===== src/rtl/hwgp_pkg.sv =====
// Shared types for the halfword-to-word gap packer.
package hwgp_pkg;
    // Transfer sequencer states.
    typedef enum logic [2:0] {
        ST_IDLE,   // waiting for a device request
        ST_WGATH,  // collecting write halfwords of a run
        ST_MEMW,   // memory write outstanding
        ST_MEMR,   // memory read outstanding
        ST_RLO,    // returning low halfword of the read word
        ST_RHI,    // returning high halfword of the read word
        ST_EHOLD   // out-of-window request, waiting for it to drop
    } hwgp_state_e;
endpackage


===== src/rtl/hwgp_addr_map.sv =====
// Address mapper: checks the device window and turns the latched device
// offset into a memory byte address.
// Assumes: the memory window is 2^(WIN_AW+1) bytes and aligned to its size;
// lone halfwords map to base + 2*offset; runs map each 2^CHUNK_LSB-byte
// chunk to a stride of twice that size.
module hwgp_addr_map #(
    parameter int DEV_AW    = 24,
    parameter int WIN_AW    = 16,
    parameter int MEM_AW    = 32,
    parameter int PTR_SHIFT = 3,
    parameter int CHUNK_LSB = 4,
    parameter int WIDX_W    = 2
) (
    input  logic [MEM_AW-1:0] cfg_base_ptr,
    input  logic [DEV_AW-1:0] dev_addr,
    input  logic [WIN_AW-1:0] lat_off,
    input  logic              lat_burst,
    input  logic [WIDX_W-1:0] word_idx,
    output logic              in_window,
    output logic [MEM_AW-1:0] mem_addr
);
    localparam int MAP_SPAN = WIN_AW + 1;

    logic [MEM_AW-1:0] base_b;
    logic [MEM_AW-1:0] off_b;

    // Range check on the live request address.
    always_comb in_window = (dev_addr[DEV_AW-1:WIN_AW] == '0);

    // Window base rounded to its size plus the gapped offset.
    always_comb begin
        base_b = cfg_base_ptr >> PTR_SHIFT;
        base_b[MAP_SPAN-1:0] = '0;
        if (lat_burst) begin
            off_b = MEM_AW'({lat_off[WIN_AW-1:CHUNK_LSB], {(CHUNK_LSB+1){1'b0}}})
                  + MEM_AW'({word_idx, 2'b00});
        end else begin
            off_b = MEM_AW'({lat_off[WIN_AW-1:1], 2'b00});
        end
        mem_addr = base_b + off_b;
    end
endmodule


===== src/rtl/hwgp_lanes.sv =====
// Lane packer: assembles halfwords into the write word and splits the
// captured read word back into halfwords.
// Assumes: one strobe at a time from the sequencer; the halfword is half the word.
module hwgp_lanes #(
    parameter int HW = 16
) (
    input  logic          clk,
    input  logic          rst_n,
    input  logic          ld_single,
    input  logic          ld_lo,
    input  logic          ld_hi,
    input  logic          cap_rd,
    input  logic          rd_hi_sel,
    input  logic [HW-1:0] dev_wdata,
    input  logic [2*HW-1:0] mem_rdata,
    output logic [2*HW-1:0] wword,
    output logic [HW-1:0] rhalf
);
    logic [2*HW-1:0] rbuf;

    // Write word assembly and read word capture.
    always_ff @(posedge clk) begin
        if (!rst_n) begin
            wword <= '0;
            rbuf  <= '0;
        end else begin
            if (ld_single) wword <= {{HW{1'b0}}, dev_wdata};
            if (ld_lo)     wword[HW-1:0] <= dev_wdata;
            if (ld_hi)     wword[2*HW-1:HW] <= dev_wdata;
            if (cap_rd)    rbuf <= mem_rdata;
        end
    end

    // Halfword selection for the device read lane.
    always_comb rhalf = rd_hi_sel ? rbuf[2*HW-1:HW] : rbuf[HW-1:0];
endmodule


===== src/rtl/hwgp_ctrl.sv =====
// Transfer sequencer: accepts device beats, issues memory accesses and
// returns read halfwords. Clearing the enable returns it to idle.
// Assumes: the device holds address and kind for the whole transfer and
// keeps dev_req high until the last beat of a run is accepted.
module hwgp_ctrl
    import hwgp_pkg::*;
#(
    parameter int WIN_AW      = 16,
    parameter int BURST_WORDS = 4,
    parameter int WIDX_W      = 2,
    parameter int BE_W        = 4
) (
    input  logic              clk,
    input  logic              rst_n,
    input  logic              cfg_dma_en,
    input  logic              dev_req,
    input  logic              dev_we,
    input  logic              dev_burst,
    input  logic [WIN_AW-1:0] dev_off,
    input  logic              in_window,
    input  logic              mem_ack,
    output logic              dev_ready,
    output logic              dev_rvalid,
    output logic              dev_err,
    output logic              mem_req,
    output logic              mem_we,
    output logic [BE_W-1:0]   mem_be,
    output logic [WIN_AW-1:0] lat_off,
    output logic              lat_burst,
    output logic [WIDX_W-1:0] word_idx,
    output logic              ld_single,
    output logic              ld_lo,
    output logic              ld_hi,
    output logic              cap_rd,
    output logic              rd_hi_sel
);
    localparam logic [WIDX_W-1:0] LAST_IDX = WIDX_W'(BURST_WORDS - 1);
    localparam logic [BE_W-1:0]   BE_ALL   = '1;
    localparam logic [BE_W-1:0]   BE_LOW   = BE_W'((1 << (BE_W / 2)) - 1);

    hwgp_state_e state;
    logic        half_q;
    logic        err_q;

    // Handshake and strobe decode from the current state.
    always_comb begin
        dev_ready  = 1'b0;
        dev_rvalid = 1'b0;
        mem_req    = 1'b0;
        mem_we     = 1'b0;
        mem_be     = '0;
        ld_single  = 1'b0;
        ld_lo      = 1'b0;
        ld_hi      = 1'b0;
        cap_rd     = 1'b0;
        rd_hi_sel  = 1'b0;
        case (state)
            ST_IDLE: if (cfg_dma_en && dev_req && in_window) begin
                dev_ready = 1'b1;
                if (dev_we) begin
                    ld_lo     = dev_burst;
                    ld_single = !dev_burst;
                end
            end
            ST_WGATH: if (cfg_dma_en && dev_req) begin
                dev_ready = 1'b1;
                ld_hi     = half_q;
                ld_lo     = !half_q;
            end
            ST_MEMW: begin
                mem_req = cfg_dma_en;
                mem_we  = 1'b1;
                mem_be  = lat_burst ? BE_ALL : BE_LOW;
            end
            ST_MEMR: begin
                mem_req = cfg_dma_en;
                cap_rd  = cfg_dma_en && mem_ack;
            end
            ST_RLO: dev_rvalid = cfg_dma_en;
            ST_RHI: begin
                dev_rvalid = cfg_dma_en;
                rd_hi_sel  = 1'b1;
            end
            default: ;
        endcase
    end

    always_comb dev_err = err_q;

    // State, word counter, beat parity and error pulse.
    always_ff @(posedge clk) begin
        if (!rst_n) begin
            state     <= ST_IDLE;
            half_q    <= 1'b0;
            err_q     <= 1'b0;
            word_idx  <= '0;
            lat_off   <= '0;
            lat_burst <= 1'b0;
        end else if (!cfg_dma_en) begin
            state    <= ST_IDLE;
            half_q   <= 1'b0;
            err_q    <= 1'b0;
            word_idx <= '0;
        end else begin
            err_q <= 1'b0;
            case (state)
                ST_IDLE: if (dev_req) begin
                    if (!in_window) begin
                        state <= ST_EHOLD;
                        err_q <= 1'b1;
                    end else begin
                        lat_off   <= dev_off;
                        lat_burst <= dev_burst;
                        word_idx  <= '0;
                        if (!dev_we)        state <= ST_MEMR;
                        else if (dev_burst) begin
                            half_q <= 1'b1;
                            state  <= ST_WGATH;
                        end else            state <= ST_MEMW;
                    end
                end
                ST_WGATH: if (dev_req) begin
                    half_q <= !half_q;
                    if (half_q) state <= ST_MEMW;
                end
                ST_MEMW: if (mem_ack) begin
                    if (!lat_burst || word_idx == LAST_IDX) state <= ST_IDLE;
                    else begin
                        word_idx <= word_idx + 1'b1;
                        state    <= ST_WGATH;
                    end
                end
                ST_MEMR: if (mem_ack) state <= ST_RLO;
                ST_RLO:  state <= lat_burst ? ST_RHI : ST_IDLE;
                ST_RHI: begin
                    if (word_idx == LAST_IDX) state <= ST_IDLE;
                    else begin
                        word_idx <= word_idx + 1'b1;
                        state    <= ST_MEMR;
                    end
                end
                ST_EHOLD: if (!dev_req) state <= ST_IDLE;
                default: state <= ST_IDLE;
            endcase
        end
    end

    // the error indication lasts one cycle only.
    assert_err_pulse_R9: assert property (@(posedge clk) disable iff (!rst_n)
        dev_err |=> !dev_err);
    // an error cycle carries neither memory traffic nor acceptance.
    assert_err_quiet_R9: assert property (@(posedge clk) disable iff (!rst_n)
        dev_err |-> (!mem_req && !dev_ready));
    // after a disabled cycle nothing is requested or returned.
    assert_halt_R2: assert property (@(posedge clk) disable iff (!rst_n)
        !cfg_dma_en |=> (!mem_req && !dev_rvalid));
    // an unanswered request stays up unless the bridge is disabled.
    assert_req_hold_R10: assert property (@(posedge clk) disable iff (!rst_n)
        (mem_req && !mem_ack) |=> (mem_req || !cfg_dma_en));
    // a low read halfword of a run is followed by its high halfword.
    assert_rd_pair_R8: assert property (@(posedge clk) disable iff (!rst_n)
        (dev_rvalid && lat_burst && !rd_hi_sel) |=> (dev_rvalid || !cfg_dma_en));
endmodule


===== src/rtl/hwgp_bridge.sv =====
// Halfword-to-word DMA gap packer, top level: ties the address mapper,
// lane packer and sequencer together.
// Assumes: the memory answers each request with a one-cycle mem_ack and
// read data valid in that cycle; cfg_base_ptr is static during transfers.
module hwgp_bridge #(
    parameter int DEV_AW    = 24,
    parameter int WIN_AW    = 16,
    parameter int MEM_AW    = 32,
    parameter int HW        = 16,
    parameter int BURST_HW  = 8,
    parameter int PTR_SHIFT = 3
) (
    input  logic              clk,
    input  logic              rst_n,
    input  logic              cfg_dma_en,
    input  logic [MEM_AW-1:0] cfg_base_ptr,
    input  logic              dev_req,
    input  logic              dev_we,
    input  logic              dev_burst,
    input  logic [DEV_AW-1:0] dev_addr,
    input  logic [HW-1:0]     dev_wdata,
    output logic              dev_ready,
    output logic              dev_rvalid,
    output logic [HW-1:0]     dev_rdata,
    output logic              dev_err,
    output logic              mem_req,
    output logic              mem_we,
    output logic [MEM_AW-1:0] mem_addr,
    output logic [2*HW/8-1:0] mem_be,
    output logic [2*HW-1:0]   mem_wdata,
    input  logic              mem_ack,
    input  logic [2*HW-1:0]   mem_rdata
);
    localparam int BURST_WORDS = BURST_HW / 2;
    localparam int WIDX_W      = (BURST_WORDS > 1) ? $clog2(BURST_WORDS) : 1;
    localparam int CHUNK_LSB   = $clog2(BURST_HW * HW / 8);
    localparam int BE_W        = 2 * HW / 8;

    logic              in_window;
    logic [WIN_AW-1:0] lat_off;
    logic              lat_burst;
    logic [WIDX_W-1:0] word_idx;
    logic              ld_single, ld_lo, ld_hi, cap_rd, rd_hi_sel;

    hwgp_addr_map #(
        .DEV_AW(DEV_AW), .WIN_AW(WIN_AW), .MEM_AW(MEM_AW),
        .PTR_SHIFT(PTR_SHIFT), .CHUNK_LSB(CHUNK_LSB), .WIDX_W(WIDX_W)
    ) map_i (
        .cfg_base_ptr(cfg_base_ptr), .dev_addr(dev_addr), .lat_off(lat_off),
        .lat_burst(lat_burst), .word_idx(word_idx),
        .in_window(in_window), .mem_addr(mem_addr)
    );

    hwgp_lanes #(.HW(HW)) lanes_i (
        .clk(clk), .rst_n(rst_n), .ld_single(ld_single), .ld_lo(ld_lo),
        .ld_hi(ld_hi), .cap_rd(cap_rd), .rd_hi_sel(rd_hi_sel),
        .dev_wdata(dev_wdata), .mem_rdata(mem_rdata),
        .wword(mem_wdata), .rhalf(dev_rdata)
    );

    hwgp_ctrl #(
        .WIN_AW(WIN_AW), .BURST_WORDS(BURST_WORDS), .WIDX_W(WIDX_W), .BE_W(BE_W)
    ) ctrl_i (
        .clk(clk), .rst_n(rst_n), .cfg_dma_en(cfg_dma_en), .dev_req(dev_req),
        .dev_we(dev_we), .dev_burst(dev_burst), .dev_off(dev_addr[WIN_AW-1:0]),
        .in_window(in_window), .mem_ack(mem_ack), .dev_ready(dev_ready),
        .dev_rvalid(dev_rvalid), .dev_err(dev_err), .mem_req(mem_req),
        .mem_we(mem_we), .mem_be(mem_be), .lat_off(lat_off),
        .lat_burst(lat_burst), .word_idx(word_idx), .ld_single(ld_single),
        .ld_lo(ld_lo), .ld_hi(ld_hi), .cap_rd(cap_rd), .rd_hi_sel(rd_hi_sel)
    );

    // every memory access is word aligned.
    assert_word_align_R4: assert property (@(posedge clk) disable iff (!rst_n)
        mem_req |-> (mem_addr[1:0] == 2'b00));
    // run accesses stay in the data half of each 32-byte stride.
    assert_gap_clear_R7: assert property (@(posedge clk) disable iff (!rst_n)
        (mem_req && lat_burst) |-> (mem_addr[CHUNK_LSB] == 1'b0));
    // a waiting request keeps its address and data.
    assert_req_stable_R10: assert property (@(posedge clk) disable iff (!rst_n)
        (mem_req && !mem_ack) |=> (!mem_req || ($stable(mem_addr) && $stable(mem_wdata))));
endmodule


===== config.mk =====
export PLATFORM = sky130hd
export DESIGN_NAME = hwgp_bridge
export DESIGN_NICKNAME = d
export VERILOG_FILES = /design/src/rtl/hwgp_pkg.sv /design/src/rtl/hwgp_addr_map.sv /design/src/rtl/hwgp_lanes.sv /design/src/rtl/hwgp_ctrl.sv /design/src/rtl/hwgp_bridge.sv
export SDC_FILE = /design/constraint.sdc
export NUM_CORES = 1
export LEC_CHECK = 0
export BUFFER_PORTS_ARGS = -buffer_cell sky130_fd_sc_hd__buf_2
export CAP_MARGIN = 20
export CELL_PAD_IN_SITES_DETAIL_PLACEMENT = 0
export CELL_PAD_IN_SITES_GLOBAL_PLACEMENT = 1
export CORE_ASPECT_RATIO = 1.25
export CORE_UTILIZATION = 33
export CTS_CLUSTER_SIZE = 16
export DETAILED_ROUTE_END_ITERATION = 8
export HOLD_SLACK_MARGIN = 0.12
export PLACE_DENSITY_LB_ADDON = 0.1
export SETUP_SLACK_MARGIN = 0.2
export SYNTH_ARGS = -nofsm -noshare
export SYNTH_HDL_FRONTEND = slang
export SYNTH_SLANG_ARGS = --single-unit

===== constraint.sdc =====
create_clock -name clk -period 1.76 [get_ports clk]
set_input_delay 0.088 -clock clk [delete_from_list [all_inputs] [get_ports clk]]
set_output_delay 0.088 -clock clk [all_outputs]
set_load 0.005 [all_outputs]

* Word level (Yosys, flattened, before mapping)
Cells that the tools add are included.
** Word-level totals
- Register bits :: 88
- Input port bits :: 111
- Output and inout bits :: 89
- Word-level logic and storage cells :: 101
** Operators by class
- $add $sub $neg :: 3
- Muxes and demuxes :: 50
- Reduce and logical (&&, ||, !) cells :: 21
- Eq/ne operators :: 18
** Operators with widths (number)
- $mux 16 :: 3
- $add 29x32->32 :: 1
- $mux 32 :: 1
- $mux 3 :: 9
- $mux 1 :: 22
- $pmux 3 s7 :: 1
- $add 17x4->18 :: 1
- $mux 18 :: 1
- $ne 2x2->1 const B :: 9
- $reduce_and 6->1 :: 3
- $mux 2 :: 7
- $eq 3x3->1 const B :: 3
- $logic_not 8->1 :: 1
- $mux 4 :: 2
- $reduce_and 4->1 :: 2
- $eq 3x2->1 const B :: 2
- $pmux 1 s2 :: 3
- $pmux 2 s3 :: 1
- $reduce_bool 2->1 :: 3
- $ne 2x1->1 const B :: 2
- $reduce_or 2->1 :: 2
- $eq 3x1->1 const B :: 1
- $logic_and 1x1->1 :: 3
- $logic_not 1->1 :: 3
- other kinds (6) :: 6

* Depth between registers and ports, before layout
- Depth in word-level cells :: 6
- Depth in mapped cells :: 8
- Depth with buffers taken out :: 5

* Cells and area by module
From an unflattened synthesis, not the netlist that was laid out.
** Unflattened totals
- Cell total of the unflattened synthesis :: 459
- Area, all modules :: 4250.3 um^2
** Modules (own cells, without submodules)
- hwgp_lanes :: area an instance 2707.6 um^2, times used 1, cells each 267, seq. area each 1281.2 um^2
- hwgp_ctrl :: area an instance 1273.7 um^2, times used 1, cells each 156, seq. area each 480.5 um^2
- hwgp_addr_map :: area an instance 269.0 um^2, times used 1, cells each 36, seq. area each 0.0 um^2

* Least setup slack after synthesis
No wires, ideal clock.
- Kind :: reg2reg
- Start :: register ctrl_i.state[2]
- End :: register ctrl_i.word_idx[0]
- Data required time :: 1688 ps
- Stages on the path, launching flop included :: 6
- Buffers on the path :: 1
- Path slack :: 266 ps
- Setup time :: 72 ps
- Period minus slack after synthesis :: 1494 ps
- Arrival :: 1423 ps
- Cell sequence :: dfxtp_1 -> buf_6 -> or3b_4 -> o21a_1 -> a221oi_2 -> mux2i_1
** Between the ends
- Word-level cells in the longest chain between the ends :: 3
- Elaborated cells between the ends (all ways) :: 11
- Those cells by class :: eq/ne (7); mux (1); reduce/logical (3)
** Ends and longest elaborated chain
- from (decl) :: line hwgp_ctrl.sv:41 : hwgp_state_e state;
- from (signal assigned) :: line hwgp_ctrl.sv:134 : ST_RLO: state <= lat_burst ? ST_RHI : ST_IDLE;
- $eq 3x3->1, or another cell as far along :: line hwgp_ctrl.sv:106 : case (state)
- $ne 2x2->1 (no line), or another cell as far along
- $reduce_and 6->1 (no line)
- to (signal assigned) :: line hwgp_ctrl.sv:129 : word_idx <= word_idx + 1'b1;
- to (signal assigned) :: line hwgp_ctrl.sv:138 : word_idx <= word_idx + 1'b1;
- to (decl) :: line hwgp_ctrl.sv:30 : output logic [WIDX_W-1:0] word_idx,
Several ways; a longest one is shown, not always the timed one.
A chain may end at the register's enable or synchronous reset.

* Worst setup path in the final report
- Start :: register ctrl_i.state[1]
- End :: output dev_rdata[5]
** Between the ends
- Word-level cells in the longest chain between the ends :: 3
** Ends and longest elaborated chain
- $eq 3x3->1 :: line hwgp_ctrl.sv:57 : case (state)
- $mux 1 :: line hwgp_ctrl.sv:57
- $mux 16 :: line hwgp_lanes.sv:35 : always_comb rhalf = rd_hi_sel ? rbuf[2*HW-1:HW] : rbuf[HW-1:0];
- to (decl) :: line hwgp_bridge.sv:24 : output logic [HW-1:0] dev_rdata,
No other way between the ends.

==> results.toml <==
[status]
outcome = "complete, no violations"

[yosys]
synth-seq-cells = 87
synth_edf_count = 0
syn_avg_cell_area_um2 = 8.88
synth_top_area_share_pct = 41.3
synthAdderAreaFrac_pct = 0.296
synth_top_family_by_area = "simple AND/OR/NAND/NOR gates"
synth_xor_area_share_pct = 0
yosysWarnings = 0
ys_types = 46
synth.largest_area_cell = "dfxtp_1"
synth-simple-area-share_pct = 22.5
synth_area_leaders = "dfxtp_1, nand2_1, buf_4, mux2_2, mux2i_1"
syn-cell-area_um2 = 4220
synthArstFlopShare_pct = 0
synth_mux_area_share_pct = 9.07
ys_seq_area_share_pct = 41.3
syn_inst = 475
synth_ff_type = "dfxtp_1"
synth-compound-area-share_pct = 16.3

[power_and_ir_drop]
internal_power_mw = 3.38
pwr-share-seq_pct = 45.3
comb_power_share_pct = 9.8
p_leak_nw = 2.79
switching_power_uw = 998
clkPwrFrac_pct = 44.9
switching_share_pct = 22.8
power_density_nw_per_um2 = 694
ir_worst_vdd_v = 0.000358

[timing]
fin_crit_ns = 1.71
worst_pin_slew_ns = 0.558
finalSetupViolCount = 0
fin_skew_ns = 0.00576
fin_crit_sh_pct = 96.9
rsz0062_at_grt = "yes"
fin_ws_ns = 0.0549
maxSlewHeadroom_pct = 62.8
hold_violations = 0
fmax_mhz = 586
maxSlewViolCount = 0

[clock_network]
cts_tree = "yes"
path_clk_slew_ns = 0.07
clock-sinks = 87
cts_buffers = 9
insertion_delay_ns = 0.34
clock_path_buffers = 2
ctsHtreeMaxLevel = 3
cts_root_buffer = "clkbuf_16"

[die]
die_w_um = 103
start_util_pct = 34.2
die_h_um = 128
pin_count = 200
rows = 45
die-area_um2 = 13200
coreArea_um2 = 12300

[global_route]
first_global_vias = 3666
grt_max_degree = 61
antenna_found_initial = 0
gr-total-overflow = 0
grt_pass1_wl_mm = 17.6
grt_usage_pct = 17.3

[worst_setup_path]
r2r_slack_ns = 0.12
reg2reg_to = "ctrl_i.word_idx[1]"
worstRegToRegCells = 5
start_kind = "register"
end_kind = "output pin"
path_class = "register to output pin"
worstReg2RegStart = "ctrl_i.state[1]"
critical_path_arrival_ns = 1.62
cp_max_fo = 8
cp.required_ns = 1.67

[detailed_routing]
drt-total-wl_mm = 11.7
avgRoutedWirePerCell_um = 14.0
firstDrtPassIters = 4
drc = 0
via_per_inst = 4.75
ant_nets = 0
vias = 3984
drtIter0Drc = 105

[cells_and_area]
stdcell_area_um2 = 6300
fillCellCount = 1176
areaGrowthSynthToFinish_pct = 49.4
utilization_pct = 51.1
nets = 781
n_antenna_cell = 0
layout-drive-gt1-share_pct = 37.1

[job]
drv_cap = 0

[place]
gp_routability_congestion = 0.808
dpl_cell_area_um2 = 4930
dpl_worst_slack_ns = 0.0600
numPortBuffers = 149
dp_hpwl_mm = 7.46

[hold_path]
min-delay-start = "cfg_dma_en"
holdPathEnd = "ctrl_i.half_q"
holdPathStages = 3
hp-class = "primary input to register"
## cell families (layout without fill, tap and decap cells)
group | Yosys count | after routing
adder cells (fa/ha/maj) | 1 | 1
buffers and inverters | 73 | 268
other | 1 | 5
multiplexers | 36 | 36
flip-flops | 87 | 87
AND/OR/NAND/NOR | 179 | 179
AO/OA/AOI/OAI | 98 | 98
## cells in the mapped netlist (5+ instances only)
cell       n
dfxtp_1   87
mux2i_1   18
a21boi_1  24
buf_4     34
nand3_1   21
mux2_2    18
nor2_1     5
o22ai_1   18
o21ai_1   11
nand3b_1  19
nor2b_1   21
clkbuf_1  18
nand2_1   90
buf_2     16
a21boi_0  24
o21ai_0    7
## cells in the final DEF (no fill, tap or decap), drive strengths merged, types with 5 or more instances in the layout
master	synthesis	layout
nand3	21	21
dlygate4sd3	0	68
conb	1	5
a21boi	48	48
nand2	90	90
buf	53	181
nor2b	22	22
o22ai	18	18
dfxtp	87	87
mux2i	18	18
mux2	18	18
nor2	5	5
nand3b	19	19
and2	5	5
clkbuf	18	11
o21ai	18	18
## sequential cells by signal, indices dropped and copies added (netlist names)
name	count
ctrl_i.half_q	1
ctrl_i.lat_off	15
ctrl_i.state	3
lanes_i.rbuf	32
ctrl_i.word_idx	2
lanes_i.wword	32
ctrl_i.dev_err	1
ctrl_i.lat_burst	1
## layer usage
layer / wire length [µm] / share of wire (%) / track usage (%)
met1: 5200 / 44 / 21.0
met4: 155 / 1.3 / 6.88
met5: 0 / 0 / 0
met2: 5740 / 49 / 28.9
met3: 601 / 5.1 / 4.29
## how the worst max path moves through the flow
stage                                from                  to  slack, ns  cells past startpoint
after floorplan           ctrl_i.state[2]  ctrl_i.word_idx[0]       0.27                      5
after global placement    ctrl_i.state[1]  ctrl_i.word_idx[0]       0.11                      4
after detailed placement  ctrl_i.state[1]  ctrl_i.word_idx[1]       0.06                      4
after CTS                 ctrl_i.state[1]        dev_rdata[6]       0.06                      5
after global routing      ctrl_i.state[1]       dev_rdata[14]     -0.008                      5
final                     ctrl_i.state[1]        dev_rdata[5]       0.05                      5
## final cells by class
cell class / count / area, µm² / area share (%)
Multi-Input combinational cell: 319 / 2190 / 34.7
Timing Repair Buffer: 250 / 1840 / 29.2
Sequential cell: 87 / 1750 / 27.8
Clock buffer: 10 / 239 / 3.79
Tap cell: 164 / 205 / 3.26
Clock inverter: 6 / 68.8 / 1.09
Inverter: 2 / 10.0 / 0.159
## metrics by stage
step / setup TNS (ns) / std cells / hold WS [ns] / power [mW]
final: 0 / 838 / 0.157 / 4.37
after global routing: -0.0224 / 838 / 0.176 / 4.57
after CTS: 0 / 833 / 0.121 / 4.40
after detailed placement: 0 / 739 / 0.176 / 2.30
after global placement: 0 / 739 / 0.176 / 2.30
after floorplan: 0 / 479 / 0.223 / 2.20
## repair_timing
action | in CTS | in global routing
resized for setup | 13 | 40
endpoints found under the setup margin | 39 | 75
gates cloned | 1 | 2
buffers inserted | 9 | 3
hold endpoints to repair | 82 | 0
pin swaps | 4 | 20
hold buffers | 68 | 0
## critical path: stages, from the launching register on
cell      delay (ns)
dfxtp_4         0.35
nand3b_1        0.21
buf_4           0.18
buf_12          0.13
mux2_2          0.28
buf_6           0.12
## power groups by stage
stage	Clock [mW]	Sequential [mW]	Combinational, mW
after floorplan	0	2.02	0.173
after global placement	0	2.03	0.270
after detailed placement	0	2.03	0.272
after CTS	2.02	1.98	0.402
after global routing	2.13	1.98	0.465
final	1.96	1.98	0.429
(Power assumes the default switching activity.)
